`config.mk`:
```
export PLATFORM = sky130hd
export DESIGN_NAME = adcsp_port
export DESIGN_NICKNAME = d
export VERILOG_FILES = /design/src/rtl/adcsp_pkg.sv /design/src/rtl/adcsp_sync.sv /design/src/rtl/adcsp_ctrl.sv /design/src/rtl/adcsp_dp.sv /design/src/rtl/adcsp_port.sv
export SDC_FILE = /design/constraint.sdc
export NUM_CORES = 1
export LEC_CHECK = 0
export ABC_AREA = 1
export BUFFER_PORTS_ARGS = -buffer_cell sky130_fd_sc_hd__buf_2
export CAP_MARGIN = 20
export CORE_AREA = 5 5 188 280
export DETAILED_ROUTE_END_ITERATION = 8
export DIE_AREA = 0 0 193 285
export PLACE_DENSITY_LB_ADDON = 0.1
export SETUP_SLACK_MARGIN = 0.15
export SYNTH_ARGS = -nofsm -noshare
export SYNTH_HDL_FRONTEND = slang
export SYNTH_SLANG_ARGS = --single-unit
```
`constraint.sdc`:
```
create_clock -name clk -period 2.4 [get_ports clk]
set_input_delay 0.24 -clock clk [delete_from_list [all_inputs] [get_ports clk]]
set_output_delay 0.24 -clock clk [all_outputs]
set_load 0.005 [all_outputs]
```
`src/rtl/adcsp_pkg.sv`:
```
package adcsp_pkg;
  typedef enum logic [1:0] {
    PH_CMD = 2'd0,
    PH_WR  = 2'd1,
    PH_RD  = 2'd2,
    PH_RES = 2'd3
  } phase_e;

  typedef struct packed {
    logic shiftIn;
    logic latchCmd;
    logic loadReg;
    logic loadRes;
    logic shiftOut;
    logic commit;
    logic clrFlag;
    logic cmdPhase;
  } strobe_t;
endpackage

```
`src/rtl/adcsp_sync.sv`:
```
module adcsp_sync #(
  parameter int W = 1,
  parameter int STAGES = 2,
  parameter logic [W-1:0] RST_VAL = '0
) (
  input  logic         clk,
  input  logic         rstN,
  input  logic [W-1:0] din,
  output logic [W-1:0] dout
);
  logic [W-1:0] pipe [STAGES];

  always_ff @(posedge clk or negedge rstN) begin
    if (!rstN) begin
      for (int i = 0; i < STAGES; i++) pipe[i] <= RST_VAL;
    end else begin
      pipe[0] <= din;
      for (int i = 1; i < STAGES; i++) pipe[i] <= pipe[i-1];
    end
  end

  assign dout = pipe[STAGES-1];
endmodule

```
`src/rtl/adcsp_ctrl.sv`:
```
module adcsp_ctrl
  import adcsp_pkg::*;
#(
  parameter int CMD_W = 8,
  parameter int DATA_W = 24,
  localparam int FRAME = CMD_W + DATA_W,
  localparam int CNT_W = $clog2(FRAME)
) (
  input  logic             clk,
  input  logic             rstN,
  input  logic             csHigh,
  input  logic             riseEv,
  input  logic             fallEv,
  input  logic             flagPend,
  input  logic             cmdRead,
  output strobe_t          stb,
  output phase_e           phase,
  output logic [CNT_W-1:0] bitCnt
);
  localparam logic [CNT_W-1:0] CMD_LAST   = CNT_W'(CMD_W - 1);
  localparam logic [CNT_W-1:0] FRAME_LAST = CNT_W'(FRAME - 1);

  logic clrWord;
  logic clrWordNow;
  logic act;

  // a clear word is decided by the flag seen at the first edge of the frame
  assign clrWordNow = (bitCnt == '0) ? flagPend : clrWord;
  assign act = !csHigh && riseEv;

  always_ff @(posedge clk or negedge rstN) begin
    if (!rstN) begin
      phase   <= PH_CMD;
      bitCnt  <= '0;
      clrWord <= 1'b0;
    end else if (csHigh) begin
      phase   <= PH_CMD;
      bitCnt  <= '0;
      clrWord <= 1'b0;
    end else if (riseEv) begin
      bitCnt <= (bitCnt == FRAME_LAST) ? '0 : bitCnt + 1'b1;
      if (bitCnt == '0) clrWord <= flagPend;
      if (bitCnt == CMD_LAST) begin
        if (clrWordNow)   phase <= PH_RES;
        else if (cmdRead) phase <= PH_RD;
        else              phase <= PH_WR;
      end
      if (bitCnt == FRAME_LAST) phase <= PH_CMD;
    end
  end

  always_comb begin
    stb          = '0;
    stb.shiftIn  = act;
    stb.latchCmd = act && (bitCnt == CMD_LAST);
    stb.loadReg  = stb.latchCmd && !clrWordNow && cmdRead;
    stb.loadRes  = stb.latchCmd && clrWordNow;
    stb.clrFlag  = stb.loadRes;
    stb.commit   = act && (bitCnt == FRAME_LAST) && (phase == PH_WR);
    stb.shiftOut = !csHigh && fallEv && ((phase == PH_RD) || (phase == PH_RES));
    stb.cmdPhase = (phase == PH_CMD);
  end
endmodule

```
`src/rtl/adcsp_dp.sv`:
```
module adcsp_dp
  import adcsp_pkg::*;
#(
  parameter int CMD_W = 8,
  parameter int DATA_W = 24,
  parameter int NUM_REGS = 16,
  localparam int ADDR_W = $clog2(NUM_REGS)
) (
  input  logic              clk,
  input  logic              rstN,
  input  strobe_t           stb,
  input  logic              sdiS,
  input  logic              convDone,
  input  logic [DATA_W-1:0] convData,
  output logic              cmdRead,
  output logic              flagPend,
  output logic              sdoReg
);
  logic [DATA_W-1:0] inShift;
  logic [DATA_W-1:0] wordIn;
  logic [DATA_W-1:0] outShift;
  logic [DATA_W-1:0] resultQ;
  logic [ADDR_W-1:0] addrQ;
  logic [ADDR_W-1:0] cmdAddr;
  logic [DATA_W-1:0] regQ [NUM_REGS];

  assign wordIn  = {inShift[DATA_W-2:0], sdiS};
  assign cmdRead = inShift[CMD_W-2];
  assign cmdAddr = wordIn[ADDR_W-1:0];

  always_ff @(posedge clk or negedge rstN) begin
    if (!rstN) begin
      inShift <= '0;
      addrQ   <= '0;
    end else begin
      if (stb.shiftIn)  inShift <= wordIn;
      if (stb.latchCmd) addrQ   <= cmdAddr;
    end
  end

  for (genvar g = 0; g < NUM_REGS; g++) begin : gReg
    logic [DATA_W-1:0] q;
    always_ff @(posedge clk or negedge rstN) begin
      if (!rstN) q <= '0;
      else if (stb.commit && (addrQ == ADDR_W'(g))) q <= wordIn;
    end
    assign regQ[g] = q;
  end

  always_ff @(posedge clk or negedge rstN) begin
    if (!rstN) begin
      resultQ  <= '0;
      flagPend <= 1'b0;
    end else if (convDone) begin
      resultQ  <= convData;
      flagPend <= 1'b1;
    end else if (stb.clrFlag) begin
      flagPend <= 1'b0;
    end
  end

  always_ff @(posedge clk or negedge rstN) begin
    if (!rstN) begin
      outShift <= '0;
      sdoReg   <= 1'b1;
    end else begin
      if (stb.loadReg)       outShift <= regQ[cmdAddr];
      else if (stb.loadRes)  outShift <= resultQ;
      else if (stb.shiftOut) outShift <= {outShift[DATA_W-2:0], 1'b0};
      if (stb.cmdPhase)      sdoReg <= !flagPend;
      else if (stb.shiftOut) sdoReg <= outShift[DATA_W-1];
    end
  end
endmodule

```
`src/rtl/adcsp_port.sv`:
```
module adcsp_port
  import adcsp_pkg::*;
#(
  parameter int CMD_W = 8,
  parameter int DATA_W = 24,
  parameter int NUM_REGS = 16,
  parameter int SYNC_STAGES = 2,
  localparam int CNT_W = $clog2(CMD_W + DATA_W)
) (
  input  logic              clk,
  input  logic              rstN,
  input  logic              csN,
  input  logic              sclk,
  input  logic              sdi,
  output logic              sdoOut,
  output logic              sdoOe,
  input  logic              convDone,
  input  logic [DATA_W-1:0] convData
);
  logic [2:0] pinS;
  logic csHigh, sclkS, sdiS, sclkQ;
  logic riseEv, fallEv;
  logic flagPend, cmdRead, sdoReg;
  strobe_t stb;
  phase_e phase;
  logic [CNT_W-1:0] bitCnt;

  adcsp_sync #(.W(3), .STAGES(SYNC_STAGES), .RST_VAL(3'b100)) uSync (
    .clk(clk), .rstN(rstN), .din({csN, sclk, sdi}), .dout(pinS)
  );
  assign csHigh = pinS[2];
  assign sclkS  = pinS[1];
  assign sdiS   = pinS[0];

  always_ff @(posedge clk or negedge rstN) begin
    if (!rstN) sclkQ <= 1'b0;
    else       sclkQ <= sclkS;
  end
  assign riseEv = sclkS && !sclkQ;
  assign fallEv = !sclkS && sclkQ;

  adcsp_ctrl #(.CMD_W(CMD_W), .DATA_W(DATA_W)) uCtrl (
    .clk(clk), .rstN(rstN), .csHigh(csHigh), .riseEv(riseEv), .fallEv(fallEv),
    .flagPend(flagPend), .cmdRead(cmdRead), .stb(stb), .phase(phase), .bitCnt(bitCnt)
  );

  adcsp_dp #(.CMD_W(CMD_W), .DATA_W(DATA_W), .NUM_REGS(NUM_REGS)) uDp (
    .clk(clk), .rstN(rstN), .stb(stb), .sdiS(sdiS), .convDone(convDone),
    .convData(convData), .cmdRead(cmdRead), .flagPend(flagPend), .sdoReg(sdoReg)
  );

  // pad released at once on select high, enabled only after it is seen low
  assign sdoOe  = !csN && !csHigh;
  assign sdoOut = sdoReg;
endmodule

```
### Word level (Yosys, flattened, before mapping)

Index checks and enable logic that the tools add are counted.

* memories: 0
* input port bits: 30
* bits in read-only memories: 0
* register bits: 476
* latch bits: 0
* output and inout port bits: 2
* memory bits (writable): 0

* shift-type cells: 0
* $lt $le $gt $ge: 1
* multiplexer cells: 22
* divide/modulo/power cells: 0
* reductions and logical operators: 44
* eq/ne operators: 20
* multipliers: 0
* add/subtract/negate cells: 1
* bitwise gates (word level): 1

Operator list (count)
* 24-bit 2-to-1 mux: 5
* 24-bit binary-select mux with 4-bit select: 1
* 4-bit equality test, second input constant: 8
* 1-bit logical AND: 28
* 4-bit by 3-bit equality test with 1-bit output, second input constant: 4
* 5-bit 2-to-1 mux: 3
* 2-bit 2-to-1 mux: 6
* 4-bit by 2-bit equality test with 1-bit output, second input constant: 2
* 1-bit 2-to-1 mux: 7
* 1-bit logical NOT: 6
* 2-bit nonzero test: 3
* 3-bit nonzero test: 2
* 5-bit by 1-bit adder with 5-bit output, second input constant: 1
* 5-bit by 3-bit equality test with 1-bit output, second input constant: 1
* 5-bit equality test, second input constant: 1
* 5-bit greater-or-equal comparator, second input constant: 1
* 5-bit logical NOT: 1
* 4-bit NOT with 5-bit output: 1
* 2-bit equality test, second input constant: 2
* 4-bit by 1-bit equality test with 1-bit output, second input constant: 1
* 4-bit logical NOT: 1
* 2-bit by 1-bit equality test with 1-bit output, second input constant: 1
* 2-bit logical NOT: 1
* 2-bit AND reduction: 1
* 1-bit logical OR: 1

### Logic depth before layout (Yosys ltp)

* word-level depth: 7
* depth in mapped cells: 12

### By module

Synthesis repeated with hierarchy kept, for this count alone.

* cell total of the unflattened synthesis: 2745
* area, all modules: 22084.9 µm²

Modules (own cells, without submodules)
* adcsp_dp: area an instance 21302.9 µm², cells each 2657, instances 1, seq. area each 11537.3 µm²
* adcsp_ctrl: area an instance 563.0 µm², cells each 73, instances 1, seq. area each 200.2 µm²
* adcsp_sync: area an instance 175.2 µm², cells each 9, instances 1, seq. area each 152.6 µm²
* adcsp_port: area an instance 43.8 µm², cells each 6, instances 1, seq. area each 25.0 µm²

### Worst setup path after synthesis

OpenSTA, ideal clock, no wires.

* path type: register to register
* from: register uCtrl.bitCnt[0]
* to: register uDp.gReg[12].q[13]
* arrival: 1.736 ns
* cell stages (with the launch flop): 12
* path slack: 0.534 ns
* period minus slack after synthesis: 1.866 ns
* setup time: 0.130 ns
* path through: dfrtp_1 ha_1 nand2_1 nor2_1 ha_1 nand4_4 nor2_2 nand3_1 buf_2 buf_2 nand2_1 o21ai_1

* word-level cells in the longest chain between the ends: 4

Ends and longest elaborated chain
* start: declaration: RTL line adcsp_ctrl.sv:18 `output logic [CNT_W-1:0] bitCnt`
* start signal: assignment: RTL line adcsp_ctrl.sv:41 `bitCnt <= (bitCnt == FRAME_LAST) ? '0 : bitCnt + 1'b1;`
* 5-bit equality test: RTL line adcsp_ctrl.sv:59 `stb.commit = act && (bitCnt == FRAME_LAST) && (phase == PH_WR);`
* 1-bit logical AND (2 in series): RTL line adcsp_ctrl.sv:59
* 1-bit logical AND: RTL line adcsp_dp.sv:45 `else if (stb.commit && (addrQ == ADDR_W'(g))) q <= wordIn;`
* end signal: assignment: RTL line adcsp_dp.sv:45
* end: declaration: RTL line adcsp_dp.sv:42 `logic [DATA_W-1:0] q;`

Every way passes these cells.
A chain may end at the register's enable or synchronous reset.

### Final worst setup path

* from: register uSync.pipe, in the netlist uSync.dout[0]
* to: register uDp.outShift[13]

* word-level cells in the longest chain between the ends: 5

Ends and longest elaborated chain
* start: declaration: RTL line adcsp_sync.sv:11 `logic [W-1:0] pipe [STAGES];`
* 4-bit NOT with 5-bit output (implied by the code): RTL line adcsp_dp.sv:67 `if (stb.loadReg) outShift <= regQ[cmdAddr];`
* 24-bit binary-select mux with 4-bit select: RTL line adcsp_dp.sv:67
* 24-bit 2-to-1 mux (implied by the code) (2 in series): RTL line adcsp_dp.sv:67
* 24-bit 2-to-1 mux: RTL line adcsp_dp.sv:67
* end signal: assignment: RTL line adcsp_dp.sv:67
* end signal: assignment: RTL line adcsp_dp.sv:68 `else if (stb.loadRes) outShift <= resultQ;`
* end signal: assignment: RTL line adcsp_dp.sv:69 `else if (stb.shiftOut) outShift <= {outShift[DATA_W-2:0], 1'b0};`
* end: declaration: RTL line adcsp_dp.sv:21 `logic [DATA_W-1:0] outShift;`

Every way passes these cells. The select of a mux whose other input is x is not followed.

==> impl_metrics.toml <==
[die]
coreArea_sq_um = 49700
die_w_um = 193
io_pins = 32
rows = 100
die_area_sq_um = 55000
start_util = 0.446
die_height_um = 285

[grt]
antenna_found_initial = 1
grt_pass1_vias = 18100
grt_pass1_wl_mm = 102
grt_start_max_net_pins = 83
grt_overflow = 0
grt_use_total = 0.233

[clocking]
tritoncts = "done"
cts.clk_slew.worst_paths_ns = 0.06
clock_path_buffers = 3
insertion_delay_ns = 0.57
numCtsBuffers = 47
cts_sinks = 476
cts_root_buffer = "clkbuf_16"
cts_max_level = 2

[detailed_routing]
first_pass_iters = 5
first_iter_violations = 1777
wire_per_inst_um = 17.9
drc = 0
viasPerCell = 5.23
num_vias = 18600
final_antenna_net_count = 0
wl_mm = 63.7

[run]
maxCapViolations = 0

[placed_design]
pre_cts_slack_ns = 0.252
post-dp-hpwl_mm = 38.8
port-buffer-count = 31
finalWeightedCongestion = 0.838

[yosys]
syn_avg_cell_area_sq_um = 7.70
synth.largest_area_cell = "dfrtp_1"
ys_seq_area_frac = 0.538
synth_cells = 2873
synth_cell_types = 27
syn_area_sq_um = 22100
syn_nets = 2906
ys_warn_count = 0
synth-seq-cells = 476
synth_top_area_share = 0.535
synthTopCellsByArea = "dfrtp_1 (53%), nand2_1 (19%), nand3_1 (7.6%)"

[setup_path]
max_stage_delay_ns = 0.61
endpoint_kind = "flop"
startpoint_type = "flop"
critPathArrivalTime_ns = 2.62
path_class = "reg -> reg"
cpMaxStageDelayCell = "dfrtp_4"
cp_cell_sequence = "inv_8 > buf_12 > nand2_1 > nand2_1 > nand2_1 > nand3_1 > nand3_1 > nand3_1 > nand3_1 > nand2_1"
required_ns = 2.90
r2r_cells = 10
worstPathMaxFanout = 41
critPathTopFamily = "simple AND/OR/NAND/NOR gates"
worstSetupPathDepth = 10
path_buf_inv = 2

[pwr]
vdd_drop_max_v = 0.000594
p_leak_nw = 11.8
power_density_nw_per_um2 = 700

[sta]
drv_slew = 0
setup_slack_ns = 0.278
setup_viol = 0
fmax_mhz = 471
slew_headroom = 0.560
setup_tns_ns = 0
min_period_ns = 2.12
rsz0062_at_grt = "true"
skew_ns = 0.0171
hold_viol = 0
min_period_over_period = 0.884
tightest_slew_ns = 0.660

[min_path]
min_path_cells = 3
worstHoldPathType = "in -> reg"

[cells_and_area]
fillCellCount = 4918
syn_to_final_growth_pct = 13.6
drive_above_1_share = 0.0802
fin_nets = 2889
antennaDiodeCount = 0

[run_status]
status = "complete, no violations"
worst reg2reg max path, delay by kind of cell (launching register included):
| kind | cells | cell delay, ns |
|---|---|---|
| buffers and inverters | 2 | 0.53 |
| flip-flops | 1 | 0.61 |
| AND/OR/NAND/NOR | 8 | 0.95 |
metrics by stage:
step / cells / utilization / area [sq um] / hold slack, ns / total power [mW]
after floorplan: 2873 / - / 22100 / -0.0556 / 9.25
after global placement: 3439 / 0.467 / 23200 / 0.272 / 10.1
after detailed placement: 3439 / 0.467 / 23200 / 0.276 / 10.1
after CTS: 3552 / 0.504 / 25000 / 0.0369 / 17.8
after global routing: 3555 / 0.506 / 25100 / 0.0601 / 18.3
final: 3555 / 0.506 / 25100 / 0.0429 / 17.6
power by group:
group          switching, mW  internal [mW]
registers             0.0787           8.11
clock network           3.15           4.50
logic                   1.28          0.496
final timing paths:
kind | slack (ns) | to | start
min reg2reg | 0.36 | uSync.dout[2] | uSync.pipe[5]
min in group asynchronous | 0.25 | uDp.resultQ[7] | rstN
max in group asynchronous | 1.23 | uDp.gReg[5].q[16] | rstN
max | 0.28 | uDp.outShift[13] | uSync.dout[0]
min | 0.04 | uDp.resultQ[5] | convDone
max reg2reg | 0.28 | uDp.outShift[13] | uSync.dout[0]
synth_stat cells:
| master | instances |
|---|---|
| nand2_1 | 1138 |
| dfrtp_1 | 473 |
| nand3_1 | 334 |
| o21ai_0 | 326 |
| inv_1 | 231 |
| clkbuf_1 | 103 |
| o21ai_1 | 99 |
| buf_2 | 90 |
| nor2_1 | 18 |
| buf_1 | 17 |
| a21oi_1 | 6 |
| inv_2 | 5 |
| nand4_1 | 5 |
| o22ai_1 | 5 |
| nor2_4 | 4 |
| dfstp_2 | 3 |
| ha_1 | 3 |
| nor2_2 | 3 |
| buf_6 | 2 |
| a22o_1 | 1 |
| a31oi_1 | 1 |
| nand2_2 | 1 |
| nand4_2 | 1 |
| nand4_4 | 1 |
| nor3_1 | 1 |
| o211ai_1 | 1 |
| or2_2 | 1 |
routing by layer:
layer	share of wire	vias to the layer above	global-route usage
met5	0	-	0
met4	0.026	0	0.0606
met3	0.045	101	0.0241
met2	0.49	464	0.402
met1	0.44	9013	0.314
li1	-	9032	-
kinds of logic after synthesis:
| family | synth area share |
|---|---|
| adders and majority gates | 0.00170 |
| and+or+nand+nor | 0.278 |
| buffers and inverters | 0.0818 |
| AOI/OAI and AO/OA | 0.0999 |
| DFF | 0.538 |
repair_timing:
action                     in CTS  in global routing
hold buffers                   28                  0
setup endpoints to repair       0                122
buffers inserted                0                  2
resized for setup               0                 19
hold endpoints to repair       84                  0
area by class of cell:
class	instances	area, sq um	share of cell area
multi-input combinational	1949	8460	0.336
inverter	236	902	0.0359
clock buffer	70	1420	0.0563
tap	663	830	0.0330
sequential	476	11900	0.474
clock inverter	15	175	0.00697
timing repair buffer	146	1450	0.0576
placed cells by master, fill, tap and decap left out, types with 18 or more instances in the layout:
cell type,synthesis,routed
nor2_1,18,18
dfrtp_1,473,470
nand3_1,334,332
dlygate4sd3_1,0,28
clkbuf_16,0,50
nand2_1,1138,1127
buf_2,90,30
o21ai_1,99,99
buf_4,0,56
buf_12,0,25
inv_1,231,228
o21ai_0,326,326
state kept, by name (all words and copies together) (netlist names):
register	flops
uDp.inShift	23
sclkQ	1
uSync.pipe	3
uCtrl.clrWord	1
uSync.dout	3
uDp.outShift	24
uDp.resultQ	24
uDp.flagPend	1
uDp.addrQ	4
uDp.gReg.q	384
uCtrl.bitCnt	5
uDp.sdoReg	1
uCtrl.phase	2
(Power assumes the default switching activity.)
